==> src/rtl/adc_seq_pkg.sv <==
package adc_seq_pkg;

    typedef enum logic [1:0] {
        ST_OFF  = 2'd0,
        ST_IDLE = 2'd1,
        ST_CONV = 2'd2
    } seq_state_t;

endpackage

==> src/rtl/adc_seq_mode.sv <==
// Decides the kind of the next conversion and tracks the alternate-edge phase.
module adc_seq_mode #(
    parameter int REF_W = 2
) (
    input  logic             clk,
    input  logic             rst_n,
    input  logic             enable,
    input  logic             launch,
    input  logic             diff_sel,
    input  logic [REF_W-1:0] ref_sel,
    output logic             phase_odd,
    output logic             phase_ok,
    output logic             ext_now,
    output logic             diff_act,
    output logic [REF_W-1:0] ref_act
);

    logic             phase_q;
    logic             arm_q;
    logic             diff_q;
    logic [REF_W-1:0] ref_q;

    // Phase toggles on every enabled edge; cleared while disabled.
    always_ff @(posedge clk or negedge rst_n) begin
        if (!rst_n) begin
            phase_q <= 1'b0;
        end else if (!enable) begin
            phase_q <= 1'b0;
        end else begin
            phase_q <= ~phase_q;
        end
    end

    // Extended-conversion arm: set while disabled, consumed by a launch.
    always_ff @(posedge clk or negedge rst_n) begin
        if (!rst_n) begin
            arm_q <= 1'b1;
        end else if (!enable) begin
            arm_q <= 1'b1;
        end else if (launch) begin
            arm_q <= 1'b0;
        end
    end

    // Selections captured only at a conversion boundary.
    always_ff @(posedge clk or negedge rst_n) begin
        if (!rst_n) begin
            diff_q <= 1'b0;
            ref_q  <= '0;
        end else if (launch) begin
            diff_q <= diff_sel;
            ref_q  <= ref_sel;
        end
    end

    always_comb begin
        ext_now   = arm_q | (ref_sel != ref_q) | (diff_sel & ~diff_q);
        phase_ok  = ~diff_sel | phase_q;
        phase_odd = phase_q;
        diff_act  = diff_q;
        ref_act   = ref_q;
    end

    // a disabled cycle must leave the next conversion marked extended
    p_rearm_r11: assert property (@(posedge clk) disable iff (!rst_n)
        !enable |=> ext_now);

    // the captured selections move only on a launch
    p_sel_hold_r8: assert property (@(posedge clk) disable iff (!rst_n)
        !launch |=> ($stable(ref_act) && $stable(diff_act)));

endmodule

==> src/rtl/adc_seq_timer.sv <==
// Conversion cycle counter and falling-edge sample-and-hold strobe.
module adc_seq_timer #(
    parameter int NORM_LEN = 13,
    parameter int EXT_LEN  = 25,
    parameter int SH_NORM  = 1,
    parameter int SH_EXT   = 13
) (
    input  logic clk,
    input  logic rst_n,
    input  logic launch,
    input  logic cont,
    input  logic ext_now,
    output logic last,
    output logic ext_kind,
    output logic sh_strobe
);

    localparam int CNT_W = $clog2(EXT_LEN + 1);
    localparam logic [CNT_W-1:0] NORM_END = CNT_W'(NORM_LEN);
    localparam logic [CNT_W-1:0] EXT_END  = CNT_W'(EXT_LEN);
    localparam logic [CNT_W-1:0] SH_N_IDX = CNT_W'(SH_NORM + 1);
    localparam logic [CNT_W-1:0] SH_E_IDX = CNT_W'(SH_EXT + 1);
    localparam logic [CNT_W-1:0] ONE      = CNT_W'(1);

    logic [CNT_W-1:0] cnt_q;
    logic [CNT_W-1:0] len_end;
    logic [CNT_W-1:0] sh_idx;
    logic             ext_q;
    logic             sh_q;

    always_ff @(posedge clk or negedge rst_n) begin
        if (!rst_n) begin
            cnt_q <= '0;
            ext_q <= 1'b0;
        end else if (launch) begin
            cnt_q <= ONE;
            ext_q <= ext_now;
        end else if (cont) begin
            cnt_q <= cnt_q + ONE;
        end else begin
            cnt_q <= '0;
        end
    end

    always_comb begin
        len_end = ext_q ? EXT_END : NORM_END;
        sh_idx  = ext_q ? SH_E_IDX : SH_N_IDX;
        last    = (cnt_q == len_end);
    end

    // Strobe launched half a period into the cycle following the sampling point.
    always_ff @(negedge clk or negedge rst_n) begin
        if (!rst_n) begin
            sh_q <= 1'b0;
        end else begin
            sh_q <= (cnt_q == sh_idx);
        end
    end

    always_comb begin
        ext_kind  = ext_q;
        sh_strobe = sh_q;
    end

    // the cycle count never runs past the conversion length
    p_cnt_bound_r3: assert property (@(posedge clk) disable iff (!rst_n)
        cnt_q <= len_end);

    // the strobe is only ever seen while a conversion is counting
    p_sh_in_conv_r5: assert property (@(posedge clk) disable iff (!rst_n)
        sh_strobe |-> (cnt_q != '0));

endmodule

==> src/rtl/adc_seq_ctrl.sv <==
module adc_seq_ctrl
    import adc_seq_pkg::*;
#(
    parameter int RES_W    = 10,
    parameter int REF_W    = 2,
    parameter int NORM_LEN = 13,
    parameter int EXT_LEN  = 25,
    parameter int SH_NORM  = 1,
    parameter int SH_EXT   = 13
) (
    input  logic             clk,
    input  logic             rst_n,
    input  logic             enable,
    input  logic             start_set,
    input  logic             free_run,
    input  logic             diff_sel,
    input  logic [REF_W-1:0] ref_sel,
    input  logic             flag_clr,
    input  logic [RES_W-1:0] result_in,
    output logic             busy,
    output logic             start_bit,
    output logic             sh_strobe,
    output logic             done_flag,
    output logic [RES_W-1:0] result_q,
    output logic             ext_conv,
    output logic [REF_W-1:0] ref_act,
    output logic             diff_act
);

    seq_state_t       state_q;
    seq_state_t       state_d;
    logic             start_q;
    logic             done_q;
    logic [RES_W-1:0] res_q;
    logic             launch;
    logic             complete;
    logic             cont;
    logic             last;
    logic             phase_ok;
    logic             phase_odd;
    logic             ext_now;
    logic             ext_kind;
    logic             sh_w;

    adc_seq_mode #(
        .REF_W (REF_W)
    ) mode_i (
        .clk       (clk),
        .rst_n     (rst_n),
        .enable    (enable),
        .launch    (launch),
        .diff_sel  (diff_sel),
        .ref_sel   (ref_sel),
        .phase_odd (phase_odd),
        .phase_ok  (phase_ok),
        .ext_now   (ext_now),
        .diff_act  (diff_act),
        .ref_act   (ref_act)
    );

    adc_seq_timer #(
        .NORM_LEN (NORM_LEN),
        .EXT_LEN  (EXT_LEN),
        .SH_NORM  (SH_NORM),
        .SH_EXT   (SH_EXT)
    ) timer_i (
        .clk       (clk),
        .rst_n     (rst_n),
        .launch    (launch),
        .cont      (cont),
        .ext_now   (ext_now),
        .last      (last),
        .ext_kind  (ext_kind),
        .sh_strobe (sh_w)
    );

    // Next-state and sequencing decisions.
    always_comb begin
        state_d  = state_q;
        launch   = 1'b0;
        complete = 1'b0;
        cont     = 1'b0;
        unique case (state_q)
            ST_OFF: begin
                if (enable) begin
                    state_d = ST_IDLE;
                end
            end
            ST_IDLE: begin
                if (start_q && phase_ok) begin
                    launch  = 1'b1;
                    state_d = ST_CONV;
                end
            end
            ST_CONV: begin
                if (last) begin
                    complete = 1'b1;
                    if (free_run && start_q && phase_ok) begin
                        launch = 1'b1;
                    end else begin
                        state_d = ST_IDLE;
                    end
                end else begin
                    cont = 1'b1;
                end
            end
            default: begin
                state_d = ST_OFF;
            end
        endcase
        if (!enable) begin
            state_d  = ST_OFF;
            launch   = 1'b0;
            complete = 1'b0;
            cont     = 1'b0;
        end
    end

    always_ff @(posedge clk or negedge rst_n) begin
        if (!rst_n) begin
            state_q <= ST_OFF;
        end else begin
            state_q <= state_d;
        end
    end

    // Start bit: set by a request outside a conversion, cleared by single-mode completion.
    always_ff @(posedge clk or negedge rst_n) begin
        if (!rst_n) begin
            start_q <= 1'b0;
        end else if (!enable) begin
            start_q <= 1'b0;
        end else if (complete && !free_run) begin
            start_q <= 1'b0;
        end else if (start_set && state_q != ST_CONV) begin
            start_q <= 1'b1;
        end
    end

    // Completion flag (set has priority) and result capture.
    always_ff @(posedge clk or negedge rst_n) begin
        if (!rst_n) begin
            done_q <= 1'b0;
            res_q  <= '0;
        end else begin
            if (complete) begin
                done_q <= 1'b1;
                res_q  <= result_in;
            end else if (flag_clr) begin
                done_q <= 1'b0;
            end
        end
    end

    // Output process.
    always_comb begin
        busy      = (state_q == ST_CONV);
        start_bit = start_q;
        sh_strobe = sh_w;
        done_flag = done_q;
        result_q  = res_q;
        ext_conv  = ext_kind;
    end

    // the flag is raised right after a completion edge
    p_done_set_r6: assert property (@(posedge clk) disable iff (!rst_n)
        complete |=> done_flag);

    // single-mode completion drops the start bit
    p_single_clear_r7: assert property (@(posedge clk) disable iff (!rst_n)
        (complete && !free_run) |=> !start_bit);

    // disabling ends any conversion and the pending start
    p_abort_r11: assert property (@(posedge clk) disable iff (!rst_n)
        !enable |=> (!busy && !start_bit));

    // a differential conversion begins only on a permitted phase
    p_diff_phase_r2: assert property (@(posedge clk) disable iff (!rst_n)
        ($rose(busy) && diff_act) |-> $past(phase_odd));

    // no strobe is pending while the block sits outside a conversion
    p_sh_idle_r5: assert property (@(posedge clk) disable iff (!rst_n)
        (!busy && $past(!busy)) |-> !sh_strobe);

endmodule

==> config.mk <==
export PLATFORM = sky130hd
export DESIGN_NAME = adc_seq_ctrl
export DESIGN_NICKNAME = d
export VERILOG_FILES = /design/src/rtl/adc_seq_pkg.sv /design/src/rtl/adc_seq_mode.sv /design/src/rtl/adc_seq_timer.sv /design/src/rtl/adc_seq_ctrl.sv
export SDC_FILE = /design/constraint.sdc
export NUM_CORES = 1
export LEC_CHECK = 0
export ABC_AREA = 1
export BUFFER_PORTS_ARGS = -buffer_cell sky130_fd_sc_hd__buf_2
export CORE_MARGIN = 2
export CORE_UTILIZATION = 40
export DETAILED_ROUTE_END_ITERATION = 10
export PLACE_DENSITY_LB_ADDON = 0.1
export REMOVE_ABC_BUFFERS = 1
export SYNTH_ARGS = -nofsm -noshare
export SYNTH_HDL_FRONTEND = slang
export SYNTH_SLANG_ARGS = --single-unit
==> constraint.sdc <==
create_clock -name clk -period 1.4 [get_ports clk]
set_input_delay 0.42 -clock clk [delete_from_list [all_inputs] [get_ports clk]]
set_output_delay 0.42 -clock clk [all_outputs]
set_load 0.01 [all_outputs]
==> flow_metrics.tcl <==
set metrics [dict create \
    hold_violations 0 \
    cts_buffers 3 \
    max_slew_margin_pct 78.1 \
    htree_num_levels 1 \
    setup_ws_ns -0.543 \
    cp_cell_sequence "buf_2" \
    place.gp.congestion 0.808 \
    drt_iter0_drc 25 \
    top_layer_used "met4" \
    rows 20 \
    wl_per_cell_um 12.7 \
    maxSlewViolCount 0 \
    root_buffer "clkbuf_4" \
    via_per_inst 4.63 \
    drive_gt1_share_pct 59.0 \
    vdd_drop_max_v 0.000663 \
    crit_path_max_incr_delay_ns 0.40 \
    cts_tree "yes" \
    diodes 0 \
    arrival_ns 1.52 \
    wl_met1_um 1350 \
    clk_path_buf_depth 2 \
    yosysSeqAreaShare_pct 49.2 \
    drv_cap 0 \
    antenna_left 0 \
    wl_met3_um 98 \
    dp_hpwl_um 2040 \
    dieArea_um2 3790 \
    rsz0062_at_grt "true" \
    grt-ovfl-total 0 \
    grt_usage_pct 18.5 \
    grt_pass1_vias 1220 \
    cts_num_sinks 26 \
    floorplan.initialDensity_pct 42.7 \
    wirelength_um 3390 \
    clock_skew_ns 0.0222 \
    cp.required_ns 0.98 \
    drt-pass1-iter-count 4 \
    p_leak_nw 1.13 \
    clk_latency_ns 0.33 \
    yosys_warnings 0 \
    timing.setup.tns_ns -1.56 \
    io_buffers 36 \
    status "finished with violations" \
    cts_hold_buf 0 \
    vias 1231 \
    antenna_found_initial 0 \
    worstPathBufferInverterCount 1 \
    post-place-ws_ns -0.197 \
    wl_met2_um 1880 \
    utilization_pct 69.8 \
    synthDistinctLibCells 22 \
    io_pins 37 \
    grt_max_degree 26 \
    start_kind "register" \
    nets 249 \
    critPathMaxFanout 1 \
    slowest_stage "dfrtn_1" \
    syn_avg_cell_area_um2 8.39 \
    violations "negative setup slack" \
    grt_pass1_wl_um 5180 \
    fp.dieW_um 61.6 \
    syn_area_um2 1330 \
    fp.coreArea_um2 3100 \
    crit_family "flip-flops" \
    netlist_instances 158 \
    ys_seq_elements 26 \
    path_class "register to output port" \
    syn2layout_area_growth_pct 63.5 \
    hp-class "input pin to async pin" \
    worstMarginPinSlew_ns 0.329 \
    die_h_um 61.6 \
    cp-end-kind "output port" \
    setup_viol 24 \
    drc 0 \
    p_per_area_nw_per_um2 1140 \
    clk_pin_slew_ns 0.15 \
]
-- Yosys cell counts --
| cell | n | area share, % |
|---|---|---|
| nor4_1 | 1 | 0.47 |
| nor2_1 | 10 | 2.8 |
| nor3_1 | 1 | 0.38 |
| nand3_1 | 11 | 4.2 |
| dfrtp_1 | 24 | 45 |
| nor2_4 | 1 | 0.85 |
| inv_2 | 2 | 0.57 |
| xnor2_1 | 2 | 1.3 |
| nand2_4 | 1 | 0.85 |
| buf_6 | 3 | 2.5 |
| nand2_2 | 3 | 1.4 |
| and2_1 | 3 | 1.4 |
| inv_1 | 18 | 5.1 |
| dfrtn_1 | 1 | 1.9 |
| a21oi_1 | 6 | 2.3 |
| nand4_1 | 1 | 0.47 |
| o21ai_0 | 4 | 1.5 |
| nand2_1 | 54 | 15 |
| xor2_1 | 3 | 2.0 |
| nand3_2 | 1 | 0.76 |
| dfstp_2 | 1 | 2.0 |
| ha_1 | 7 | 6.6 |
-- sequential cells by signal, summed over array words and instances (netlist names), 2 cells and up --
signal          cells
timer_i.cnt_q       5
mode_i.ref_act      2
result_q           10
state_q             2
-- metrics by stage --
step                power, mW  instance area, um^2  hold slack [ns]  std cells
finish                   2.46                 2170           0.0831        266
global route             2.60                 2170            0.108        266
CTS                      2.33                 1980            0.101        263
detailed placement       1.55                 1640            0.417        249
global placement         1.51                 1640            0.417        249
floorplan                1.25                 1290            0.124        155
-- layer usage --
metal  track usage (%)  vias to the layer above
li1                  -                      612
met1              22.0                      589
met2              34.1                       23
met3              2.10                        7
met4              6.38                        0
met5                 0                        -
-- layout by cell type, fill, tap and decap left out --
cell and n:
a21oi_1 4, a21oi_2 2, and2_4 3, buf_12 1, buf_16 1, buf_2 34, buf_4 12, buf_6 15
bufinv_16 1, clkbuf_4 3, dfrtn_1 1, dfrtp_1 24, dfstp_2 1, ha_1 2, ha_2 2, ha_4 3
inv_1 11, inv_2 6, inv_4 3, nand2_1 27, nand2_2 15, nand2_4 14, nand2_8 2, nand3_1 7
nand3_2 3, nand3_4 2, nand4_1 1, nor2_1 7, nor2_2 2, nor2_4 2, nor3_1 1, nor4_2 1
o21ai_1 1, o21ai_2 3, xnor2_1 2, xor2_1 3
-- layout make-up --
class                   count  area (um^2)
clock buffers               3         22.5
clock inverters             1         30.0
fillers                   254          937
inverters                  20         82.6
multi-input cells         109          847
flip-flops and latches     26          652
well taps                  44         55.1
repair buffers             63          477
-- cell families (layout without fill, tap and decap cells) --
family                   Yosys count  in the layout  share of synthesized area (%)
AND/OR/NAND/NOR                   87             87                           28.9
flip-flops                        26             26                           49.2
XOR/XNOR                           5              5                           3.31
adder cells (fa/ha/maj)            7              7                           6.61
buffers and inverters             23             87                           8.21
AO/OA/AOI/OAI                     10             10                           3.78
-- worst paths after layout --
kind / start / to / slack [ns] / cells after the start
worst max-delay path: timer_i.sh_strobe / sh_strobe / -0.54 / 1
worst min-delay path: rst_n / timer_i.cnt_q[1] / 0.08 / 2
worst max register to register: timer_i.cnt_q[0] / timer_i.sh_strobe / -0.15 / 4
worst min register to register: mode_i.phase_odd / mode_i.phase_odd / 0.44 / 1
max in group asynchronous: rst_n / timer_i.sh_strobe / 0.82 / 1
min in group clk: flag_clr / done_flag / 0.23 / 2
-- timing repair --
item                                    CTS  global route
pin swaps                                18            16
buffers inserted                          9             3
cloned                                    1             0
endpoints found under the setup margin   21            28
gates resized for setup                  56            45
-- power breakdown --
group / switching (mW) / total (mW) / internal (mW) / leakage, nW
combinational: 0.505 / 1.01 / 0.507 / 0.747
sequential: 0.0843 / 0.925 / 0.841 / 0.351
clock: 0.236 / 0.526 / 0.290 / 0.0279
total: 0.825 / 2.46 / 1.64 / 1.13
Power figures use the tool's default switching activity.
